$ cat src/rtl/hostbus_fifo_if.sv
module hostbus_fifo_if #(
  parameter int DATA_W      = 8,
  parameter int TX_DEPTH    = 14,
  parameter int RX_DEPTH    = 16,
  parameter int TXE_LEVEL   = 2,
  parameter int N_EVT       = 5,
  parameter int SYNC_STAGES = 2
) (
  input  logic              clk,
  input  logic              rst_n,
  input  logic              cs_n,
  input  logic              addr,
  input  logic              rd_n,
  input  logic              wr_n,
  input  logic [DATA_W-1:0] bus_din,
  output logic [DATA_W-1:0] bus_dout,
  output logic              bus_oe,
  output logic              int_n,
  output logic              tx_valid,
  output logic [DATA_W-1:0] tx_data,
  input  logic              tx_pop,
  input  logic              rx_push,
  input  logic [DATA_W-1:0] rx_data,
  output logic              rx_full,
  input  logic [N_EVT-1:0]  evt,
  input  logic              int_clr,
  input  logic              esc_en,
  output logic              esc_out
);

  localparam int TX_PW = (TX_DEPTH > 1) ? $clog2(TX_DEPTH) : 1;
  localparam int RX_PW = (RX_DEPTH > 1) ? $clog2(RX_DEPTH) : 1;
  localparam int TX_CW = $clog2(TX_DEPTH + 1);
  localparam int RX_CW = $clog2(RX_DEPTH + 1);
  localparam int LAST  = SYNC_STAGES - 1;

  // strobe, select, address and data synchronizers
  logic [SYNC_STAGES:0]  rd_sh, wr_sh;
  logic [LAST:0]         cs_sh, a_sh;
  logic [DATA_W-1:0]     d_sh [SYNC_STAGES];

  always_ff @(posedge clk or negedge rst_n) begin
    if (!rst_n) begin
      rd_sh <= '1;
      wr_sh <= '1;
      cs_sh <= '1;
      a_sh  <= '0;
      for (int i = 0; i < SYNC_STAGES; i++) d_sh[i] <= '0;
    end else begin
      rd_sh <= {rd_sh[SYNC_STAGES-1:0], rd_n};
      wr_sh <= {wr_sh[SYNC_STAGES-1:0], wr_n};
      cs_sh <= {cs_sh, cs_n} >> 0;
      a_sh  <= {a_sh, addr} >> 0;
      d_sh[0] <= bus_din;
      for (int i = 1; i < SYNC_STAGES; i++) d_sh[i] <= d_sh[i-1];
    end
  end

  logic              sel_s, a_s, rd_rise, wr_rise;
  logic [DATA_W-1:0] d_s;
  assign sel_s   = ~cs_sh[LAST];
  assign a_s     = a_sh[LAST];
  assign d_s     = d_sh[LAST];
  assign rd_rise = rd_sh[LAST] & ~rd_sh[SYNC_STAGES];
  assign wr_rise = wr_sh[LAST] & ~wr_sh[SYNC_STAGES];

  logic host_push, host_pop, host_ctl;
  assign host_push = wr_rise & sel_s & ~a_s;
  assign host_ctl  = wr_rise & sel_s &  a_s;
  assign host_pop  = rd_rise & sel_s & ~a_s;

  // transmit queue
  logic [DATA_W-1:0] tx_mem [TX_DEPTH];
  logic [TX_PW-1:0]  tx_wp, tx_rp;
  logic [TX_CW-1:0]  tx_cnt;
  logic              tx_do_push, tx_do_pop;

  assign tx_valid   = (tx_cnt != '0);
  assign tx_data    = tx_mem[tx_rp];
  assign tx_do_push = host_push & (tx_cnt != TX_CW'(TX_DEPTH));
  assign tx_do_pop  = tx_pop & tx_valid;

  always_ff @(posedge clk) begin
    if (tx_do_push) tx_mem[tx_wp] <= d_s;
  end

  always_ff @(posedge clk or negedge rst_n) begin
    if (!rst_n) begin
      tx_wp  <= '0;
      tx_rp  <= '0;
      tx_cnt <= '0;
    end else begin
      if (tx_do_push) tx_wp <= (tx_wp == TX_PW'(TX_DEPTH-1)) ? '0 : tx_wp + 1'b1;
      if (tx_do_pop)  tx_rp <= (tx_rp == TX_PW'(TX_DEPTH-1)) ? '0 : tx_rp + 1'b1;
      if (tx_do_push && !tx_do_pop)      tx_cnt <= tx_cnt + 1'b1;
      else if (!tx_do_push && tx_do_pop) tx_cnt <= tx_cnt - 1'b1;
    end
  end

  // receive queue
  logic [DATA_W-1:0] rx_mem [RX_DEPTH];
  logic [RX_PW-1:0]  rx_wp, rx_rp;
  logic [RX_CW-1:0]  rx_cnt;
  logic              rx_do_push, rx_do_pop, rx_empty;

  assign rx_empty   = (rx_cnt == '0);
  assign rx_full    = (rx_cnt == RX_CW'(RX_DEPTH));
  assign rx_do_push = rx_push & ~rx_full;
  assign rx_do_pop  = host_pop & ~rx_empty;

  always_ff @(posedge clk) begin
    if (rx_do_push) rx_mem[rx_wp] <= rx_data;
  end

  always_ff @(posedge clk or negedge rst_n) begin
    if (!rst_n) begin
      rx_wp  <= '0;
      rx_rp  <= '0;
      rx_cnt <= '0;
    end else begin
      if (rx_do_push) rx_wp <= (rx_wp == RX_PW'(RX_DEPTH-1)) ? '0 : rx_wp + 1'b1;
      if (rx_do_pop)  rx_rp <= (rx_rp == RX_PW'(RX_DEPTH-1)) ? '0 : rx_rp + 1'b1;
      if (rx_do_push && !rx_do_pop)      rx_cnt <= rx_cnt + 1'b1;
      else if (!rx_do_push && rx_do_pop) rx_cnt <= rx_cnt - 1'b1;
    end
  end

  // status and control
  logic txe, txe_q, tx_irq, int_stat, intm, esc_bit;
  assign txe = (tx_cnt <= TX_CW'(TXE_LEVEL));

  always_ff @(posedge clk or negedge rst_n) begin
    if (!rst_n) begin
      txe_q    <= 1'b1;
      tx_irq   <= 1'b0;
      int_stat <= 1'b0;
      intm     <= 1'b0;
      esc_bit  <= 1'b0;
    end else begin
      txe_q <= txe;
      if (txe && !txe_q)           tx_irq <= 1'b1;
      else if (host_ctl && !d_s[6]) tx_irq <= 1'b0;
      if (|evt)         int_stat <= 1'b1;
      else if (int_clr) int_stat <= 1'b0;
      if (host_ctl) begin
        intm    <= d_s[4];
        esc_bit <= d_s[2];
      end
    end
  end

  logic [7:0]        status;
  logic [DATA_W-1:0] rx_head;
  assign status   = {1'b0, txe, rx_empty, intm, int_stat, esc_bit, 2'b00};
  assign rx_head  = rx_empty ? '0 : rx_mem[rx_rp];
  assign bus_dout = addr ? DATA_W'(status) : rx_head;
  assign bus_oe   = ~cs_n & ~rd_n;
  assign int_n    = ~(intm & (int_stat | tx_irq));
  assign esc_out  = esc_en & esc_bit;

endmodule

$ cat config.mk
export PLATFORM = sky130hd
export DESIGN_NAME = hostbus_fifo_if
export DESIGN_NICKNAME = d
export VERILOG_FILES = /design/src/rtl/hostbus_fifo_if.sv
export SDC_FILE = /design/constraint.sdc
export NUM_CORES = 1
export LEC_CHECK = 0
export BUFFER_PORTS_ARGS = -buffer_cell sky130_fd_sc_hd__buf_4
export CAP_MARGIN = 20
export CORE_ASPECT_RATIO = 0.8
export CORE_MARGIN = 5
export CORE_UTILIZATION = 35
export DETAILED_ROUTE_END_ITERATION = 6
export GPL_TIMING_DRIVEN = 1
export PLACE_DENSITY = 0.48
export RECOVER_POWER = 50
export SYNTH_ARGS = -nofsm -noshare
export SYNTH_HDL_FRONTEND = slang
export SYNTH_SLANG_ARGS = --single-unit
$ cat constraint.sdc
create_clock -name clk -period 3.3 [get_ports clk]
set_input_delay 0.33 -clock clk [delete_from_list [all_inputs] [get_ports clk]]
set_output_delay 0.33 -clock clk [all_outputs]
set_load 0.005 [all_outputs]
Word level (Yosys, flattened, before mapping) --
Memories as Yosys holds them, arrays and structs flattened. Cells that the tools add are included.
Cells by class: add/sub/neg operators 8, multipliers 0, div/mod/pow operators 0, magnitude comparators 1, eq/ne operators 6, shifts and indexed selects 0, mux-type cells 18, bitwise logic cells 24, reductions and logical operators 19
Operator list (number):
- $mux 4 | 6
- $add 4x1->4 const B | 5
- $eq 4x4->1 const B | 4
- $mux 8 | 2
- $and 1x1->1 | 14
- $mux 5 | 2
- $not 1->1 | 9
- $mux 1 | 8
- $reduce_bool 2->1 | 4
- $logic_and 1x1->1 | 6
- $logic_not 1->1 | 6
- $add 5x1->5 const B | 1
- $eq 5x5->1 const B | 1
- $logic_not 5->1 | 1
- $reduce_or 5->1 | 1
- $sub 5x1->5 const B | 1
- $le 4x2->1 const B | 1
- $ne 4x4->1 const B | 1
- $reduce_bool 4->1 | 1
- $sub 4x1->4 const B | 1
- $or 1x1->1 | 1
Storage, ports and cells: register bits after elaboration 56, latch bits 0, memory bits (writable) 240, memory bits (read-only) 0, input bits 31, memories 2
Memory list:
- rx_mem | depth 16, bits a word 8, rd ports 1, clocked after memory_dff 0, write ports 1, RTL line 101 | logic [DATA_W-1:0] rx_mem [RX_DEPTH];
- tx_mem | depth 14, bits a word 8, rd ports 1, clocked after memory_dff 0, write ports 1, RTL line 73 | logic [DATA_W-1:0] tx_mem [TX_DEPTH];

Logic depth before layout (Yosys ltp) --
Gate-level depths: netlist (run 1).
depth after elaboration 9, gate-level depth with buffers 11

Least setup slack after synthesis (run 1) --
No wires, ideal clock.
kind reg2reg, start register rx_cnt[1], end register rx_cnt[4], data arrival time 2449 ps, required time 3220 ps, setup slack 771 ps, cell stages (with the launch flop) 12, clock period less this slack 2529 ps, cell sequence dfrtp_1 nor4_1 nor2b_1 nand4bb_1 buf_2 ha_1 inv_1 ha_1 a21o_1 a21oi_1 mux2i_1 xnor2_1
Between the ends: word-level cells in the longest chain between the ends 6
RTL lines:
- start, declared | RTL line 103 | logic [RX_CW-1:0] rx_cnt;
- start signal, assigned | RTL line 123 | if (rx_do_push && !rx_do_pop) rx_cnt <= rx_cnt + 1'b1;
- start signal, assigned | RTL line 124 | else if (!rx_do_push && rx_do_pop) rx_cnt <= rx_cnt - 1'b1;
- parallel branches: the longest is 6 deep, another holds $sub 5x1->5
Several ways; the timed one is not identified. The select of a mux whose other input is x is not followed. A chain may end at the register's enable or synchronous reset.

Final worst setup path (run 1) --
start register rx_rp[2], end output bus_dout[2]
Between the ends: word-level cells in the longest chain between the ends 3
RTL lines:
- start, declared | RTL line 102 | logic [RX_PW-1:0] rx_wp, rx_rp;
- start signal, assigned | RTL line 122 | if (rx_do_pop) rx_rp <= (rx_rp == RX_PW'(RX_DEPTH-1)) ? '0 : rx_rp + 1'b1;
- $mem_v2 16x8
- $mux 8 | RTL line 155 | assign rx_head = rx_empty ? '0 : rx_mem[rx_rp];
- $mux 8 | RTL line 156 | assign bus_dout = addr ? DATA_W'(status) : rx_head;
- end, declared | RTL line 16 | output logic [DATA_W-1:0] bus_dout,
No other way between the ends.

==> key figures, run 1 <==
GRT
  – Largest net degree at the start of global routing: 57
  – Total track usage: 0.138
  – First-pass GRT wire length: between 30000 and 40000 µm
  – Via count of the first global-routing pass: 6227
  – GRT Residual Overflow: 0
  – Initial antenna violation count: 0

Synthesis
  – Complex-gate fraction of the synthesized area: 0.0265
  – Synth cell count leaders: 240 x edfxtp_1, 47 x dfrtp_1, 44 x mux4_2
  – Most common cell in the netlist: edfxtp_1
  – Post-synth EDFFs: 240
  – Top-area cell type share of the netlist area: 0.616
  – Cells after Synth: roughly 600
  – Cell variety after synth: 45
  – Mux share of post-synthesis cell area: 0.145
  – Mapped cell area: between 10000 and 15000 µm²
  – Synth area leaders: edfxtp_1 62%, dfrtp_1 10%, mux4_2 8.5%, mux4_1 4.7%, dfstp_2 2.0%
  – Warnings from Yosys: 0
  – Largest family of logic cells by synthesized area: multiplexers
  – XOR/XNOR share of the synthesized area: 0.00898
  – Seq cells post-synth: between 200 and 300
  – Post-synthesis sequential area ratio: 0.736
  – Cell taking the most area after synthesis: edfxtp_1
  – Post-Synth Simple-Gate Area: 0.0460
  – Net count after synthesis: approximately 650
  – Synth Area in Adders: 0.0162
  – Async SR Flop Fraction: 0.189
  – Most used DFF post-synth: edfxtp_1
  – Syn avg cell area: about 19 µm²

Timing
  – Post-route setup slack: ~0.11 ns
  – Slew margin rel.: -0.0410
  – Slew of the pin with the lowest slew margin: 1.56 ns
  – Final period util: 0.966
  – TNS Setup: 0 ns
  – Setup Viol. Count Final: 0
  – Maximum clock rate: around 0.31 GHz
  – RSZ-0062 raised after global routing: no
  – Count of final hold-check violations: 0
  – Slew Viols, Final: 57
  – Min cycle time layout: roughly 3.2 ns
  – Clock Skew: about 0.016 ns

Hold path
  – Hold path endpoint: tx_rp[0]$_DFFE_PN0P_
  – Worst Hold Class: in2reg
  – Min-Delay Path Depth: 3
  – Hold Crit Start: tx_pop

Run
  – Max_cap viols: 1

Floorplan
  – Core Area: 32800 µm²
  – Die Height: around 170 µm
  – Die area: roughly 37000 µm²
  – Top-level port count: 52
  – Die Wd: approximately 210 µm
  – Initial core utilization: 0.357
  – Row count: around 60

Critical path
  – Critical path data arrival time: between 2 and 3 ns
  – CP Capture Type: output pin
  – R2R setup slack: 0.34 ns
  – R2R Path End: rx_cnt[4]$_DFFE_PN0P_
  – Worst reg2reg path depth: 10
  – Setup crit start kind: flip-flop
  – Worst setup startpoint: rx_rp[2]$_DFFE_PN0P_
  – Crit-path max FO: 18
  – Critical Path RT: between 2 and 3 ns
  – Crit path kind: reg2out
  – Reg2reg start: rx_cnt[0]$_DFFE_PN0P_

Clock tree
  – H-tree depth: 1
  – Clock Path Buffers: 3
  – CTS Buf Count: 30
  – Post-CTS Setup Bufs: 0
  – Later-pin clock latency in the skew report: around 0.55 ns
  – Clk slew on worst S/H paths: around 0.060 ns
  – CTS tree: yes
  – Num Clock Sinks: about 300
  – CTS root buffer: clkbuf_16

Detailed routing
  – Starting DRT DRC Count: 417
  – DR DRC count: 0
  – DR vias/cell: a little over 5
  – WL/cell: 22.0 µm
  – Via count: about 5900
  – DRT Pass-1 Iters: 5
  – Post-route ant nets: 0
  – Total wire length: 25800 µm

Final layout
  – Net count, final: around 770
  – Share of layout cells above drive strength 1: 0.269
  – Fillers: between 2000 and 3000
  – N_diodes: 0
  – Sequential Area: between 8000 and 9000 µm²
  – Footprint of the multi-input gates: 2850 µm²
  – Layout overhead on the synthesized area: 18.7%

Status
  – Failing checks: capacitance limit, slew limit
  – Outcome: finished with violations

Power
  – Pwr dens: around 780 nW/µm²
  – Max VDD drop: ~380 µV
  – P_leak: between 0.004 and 0.005 µW

Placed design
  – GP Congestion: 0.769
  – Port bufs: 51
  – Post-place setup slack: between 0.3 and 0.4 ns
  – Post-DP HPWL: between 15000 and 20000 µm
## timing repair
action	4_1_cts	5_1_grt
gates resized for setup	0	2
endpoints found under the hold margin	60	0
hold buffers	15	0
setup endpoints to repair	0	5
## per-layer routing
layer  global-route usage  up-vias  wire length (µm)
met5                    0        -                 0
met4               0.0306        0               493
met3               0.0218       32               949
met2                0.211      126             11700
met1                0.209     3110             12600
li1                     -     2637                 -
## cells by family after synthesis
family,Yosys count
DFF,296
and+or+nand+nor,114
muxes,79
AOI/OAI and AO/OA,46
buffers and inverters,45
adders and majority gates,14
xor gates and xnor gates,12
## how the worst max path moves through the flow
| stage | cells past startpoint | endpoint | slack, ns |
|---|---|---|---|
| finish | 5 | bus_dout[2] | 0.11 |
| global route | 5 | bus_dout[4] | 0.01 |
| CTS | 6 | bus_dout[4] | 0.05 |
| detailed placement | 10 | rx_cnt[4]$_DFFE_PN0P_ | 0.37 |
| global placement | 10 | rx_cnt[4]$_DFFE_PN0P_ | 0.64 |
| floorplan | 11 | rx_cnt[4]$_DFFE_PN0P_ | 0.77 |
## stage by stage
stage,hold WS (ns),instances,total power [µW],cell area (µm²),util
global placement,0.334,1100,7520,12800,0.391
finish,0.135,1171,10800,13900,0.424
CTS,0.0583,1171,11000,13900,0.425
detailed placement,0.335,1100,7610,12800,0.391
global route,0.134,1171,11400,13900,0.424
floorplan,0.0344,606,6630,11700,-
## flip-flops by register name, summed over array words and instances, names as in the netlist
register  flops
txe_q         1
intm          1
cs_sh         2
rx_mem      128
int_stat      1
rd_sh         3
tx_irq        1
tx_rp         4
d_sh          8
rx_wp         4
tx_wp         4
tx_mem      112
wr_sh         3
rx_rp         4
tx_cnt        4
a_sh          2
d_s           8
esc_bit       1
rx_cnt        5
## worst max-delay path: stages (launching register included)
cell and delay [ns]:
dfrtp_1 1.03, mux4_2 0.43, nor2b_1 0.14, a211o_1 0.28, a32o_1 0.27, buf_4 0.14
## power by group
| group | internal, µW | switching [µW] | total (µW) |
|---|---|---|---|
| clock | 1960 | 1360 | 3320 |
| sequential | 4390 | 467 | 4860 |
| combinational | 1440 | 1200 | 2640 |
| total | 7790 | 3030 | 10800 |
## cells in the final DEF, fill, tap and decap left out, types with 14 or more instances in the layout
cell type	n
mux4_2	44
dfrtp_1	45
nor2_1	29
nand2_1	34
dlygate4sd3_1	15
mux4_1	21
clkbuf_1	18
clkbuf_16	30
o21ai_0	16
buf_4	75
edfxtp_1	240
inv_1	15
nor3_1	14
## cell type report
type                    instances  share of cell area
repair buffers                112              0.0609
well taps                     427              0.0384
multi-input cells             265               0.205
flip-flops and latches        296               0.620
clock buffers                  43              0.0618
inverters                      15             0.00405
clock inverters                13             0.00900
No activity file was read; power rests on OpenSTA's default activity.
==> run 2: changes to the inputs <==
Settings changed: SKIP_CTS_REPAIR_TIMING set to 1.
Clock period 3.3 ns to 3.6 ns, I/O delays scaled along.
==> run 2 against run 1 <==
  * The run ends with hold timing, capacitance limit, slew limit left
  * Global-route usage is essentially flat
  * Clock power is essentially flat
  * Highest routed layer unchanged
  * Power shrank 5.7%
  * Non-clock buffer count shrank 14
  * Core utilization is essentially flat
  * Critical path depth is the same
  * Cell count shrank 1.1%
  * Clock-buffer cell count shrank 2
  * Sequential power shrank 9.7%
==> key figures, run 2 (synthesis gave the netlist of run 1 again) <==
Timing
  – WHS: -0.00422 ns (-0.140 ns)
  – Slew margin rel.: -0.0209 (+0.0201)
  – Min cycle time layout: between 3 and 4 ns
  – Clock Skew: 0.00757 ns (-0.00825 ns)
  – Setup Viol. Count Final: 0 (unchanged)
  – Slew Viols, Final: 57 (unchanged)
  – Final period util: 0.899
  – TNS Setup: 0 ns (unchanged)
  – Slew of the pin with the lowest slew margin: 1.53 ns (-0.0302 ns)
  – RSZ-0062 raised after global routing: no
  – Count of final hold-check violations: 1 (+1)
  – Maximum clock rate: roughly 0.31 GHz
  – Post-route setup slack: 0.364 ns (+0.252 ns)

Final layout
  – Share of layout cells above drive strength 1: 0.257 (-0.0116)
  – Largest register by flop count: rx_mem
  – N_diodes: 0 (unchanged)
  – Most common cell after layout, fill and taps aside: edfxtp_1
  – Max reg flops: 128 (unchanged)
  – Commonest non-fill, non-tap cells in the layout: 240 x edfxtp_1, 61 x buf_4, 47 x dfrtp_1
  – Net count, final: 752 (-1.7%)
  – Layout overhead on the synthesized area: 18.7% (about the same)
  – Top flop regs: rx_mem x128, tx_mem x112

Floorplan
  – Die Wd: 214 µm (unchanged)
  – Top-level port count: 52 (unchanged)
  – Row count: 59 (unchanged)
  – Core Area: 32800 µm² (unchanged)
  – Initial core utilization: 0.357 (unchanged)
  – Die Height: 174 µm (unchanged)
  – Die area: 37200 µm² (unchanged)

Clock tree
  – CTS Buf Count: 31 (+3.3%)
  – Clock Path Buffers: 3 (unchanged)
  – H-tree depth: 1 (unchanged)
  – Clk slew on worst S/H paths: 0.06 ns (about the same)
  – CTS root buffer: clkbuf_16
  – Later-pin clock latency in the skew report: 0.56 ns (about the same)
  – Num Clock Sinks: 296 (unchanged)
  – CTS tree: yes

Placed design
  – Post-DP HPWL: 16400 µm (-3.9%)
  – Port bufs: 51 (unchanged)
  – GP Congestion: 0.734 (-4.6%)
  – Post-place setup slack: 0.502 ns (+0.129 ns)

Critical path
  – CP Capture Type: output pin
  – Setup crit start kind: flip-flop
  – Crit-path max FO: 20 (+2)
  – Worst reg2reg path depth: 10 (unchanged)
  – Critical Path RT: 3.24 ns (+0.27 ns)
  – Critical path data arrival time: 2.88 ns (+0.02 ns)
  – Crit path kind: reg2out

GRT
  – Largest net degree at the start of global routing: 57 (unchanged)
  – First-pass GRT wire length: 39200 µm (-0.30%)
  – Via count of the first global-routing pass: 6263 (+0.58%)
  – GRT Residual Overflow: 0 (unchanged)
  – Initial antenna violation count: 0 (unchanged)
  – Total track usage: 0.138 (about the same)

Detailed routing
  – Starting DRT DRC Count: 468 (+12%)
  – DR DRC count: 0 (unchanged)
  – WL/cell: 22.2 µm (+0.99%)
  – Total wire length: 25700 µm (-0.14%)
  – DR vias/cell: 5.10 (+1.1%)
  – DRT Pass-1 Iters: 4 (-1)
  – Post-route ant nets: 0 (unchanged)
  – Via count: 5904 (-0.017%)

Run
  – Max_cap viols: 1 (unchanged)

Power
  – P_leak: 0.00483 µW (-0.42%)
  – Max VDD drop: 405 µV (+5.8%)
  – Pwr dens: 734 nW/µm² (-5.7%)

Hold path
  – Worst Hold Class: in2reg
  – Min-Delay Path Depth: 3 (unchanged)

Status
  – Outcome: finished with violations
  – Failing checks: hold timing, capacitance limit, slew limit
run 2: worst max-delay path: stages, from the launching register on:
cell and delay, ns:
dfrtp_1 1.03, mux4_2 0.42, nor2b_1 0.16, a211o_1 0.27, a32o_1 0.27, buf_4 0.14
run 2: cell type report:
class,instances,area [µm²]
fillers,2906,18900
flip-flops and latches,296,8620
multi-input cells,265,2850
clock buffers,41,843
repair buffers,98,752
well taps,427,534
clock inverters,16,234
inverters,15,56.3
run 2: path summary, 6_finish.rpt:
check                                      startpoint                     to  slack, ns
worst max-delay path             rx_rp[2]$_DFFE_PN0P_            bus_dout[2]       0.36
worst min-delay path                           evt[4]   int_stat$_DFFE_PN0P_     -0.004
worst max register to register  rx_cnt[0]$_DFFE_PN0P_  rx_cnt[4]$_DFFE_PN0P_       0.46
worst min register to register      a_sh[0]$_DFF_PN0_      a_sh[1]$_DFF_PN0_       0.35
max in group asynchronous                       rst_n       d_s[0]$_DFF_PN0_       1.95
min in group asynchronous                       rst_n  rx_cnt[1]$_DFFE_PN0P_       0.71
run 2: stage by stage:
stage / cell area, µm² / power [µW] / hold slack [ns] / instances / util
6_report: 13900 / 10200 / -0.00422 / 1158 / 0.424
5_1_grt: 13900 / 10700 / 0.00751 / 1158 / 0.424
3_5_place_dp: 12700 / 6970 / 0.336 / 1087 / 0.388
4_1_cts: 13800 / 10400 / -0.122 / 1144 / 0.421
2_1_floorplan: 11700 / 6080 / 0.0644 / 606 / -
3_3_place_gp: 12700 / 6880 / 0.336 / 1087 / 0.388
run 2: per-layer routing:
metal / routed length, µm / global-route usage
met1: 12400 / 0.204
met2: 11800 / 0.216
met3: 997 / 0.0222
met4: 581 / 0.0325
met5: 0 / 0
run 2: power breakdown:
group | switching [µW] | leakage (µW) | internal, µW
Sequential | 365 | 0.00282 | 4020
Combinational | 1160 | 0.00149 | 1300
Clock | 1280 | 0.000526 | 2070
Total | 2810 | 0.00483 | 7390
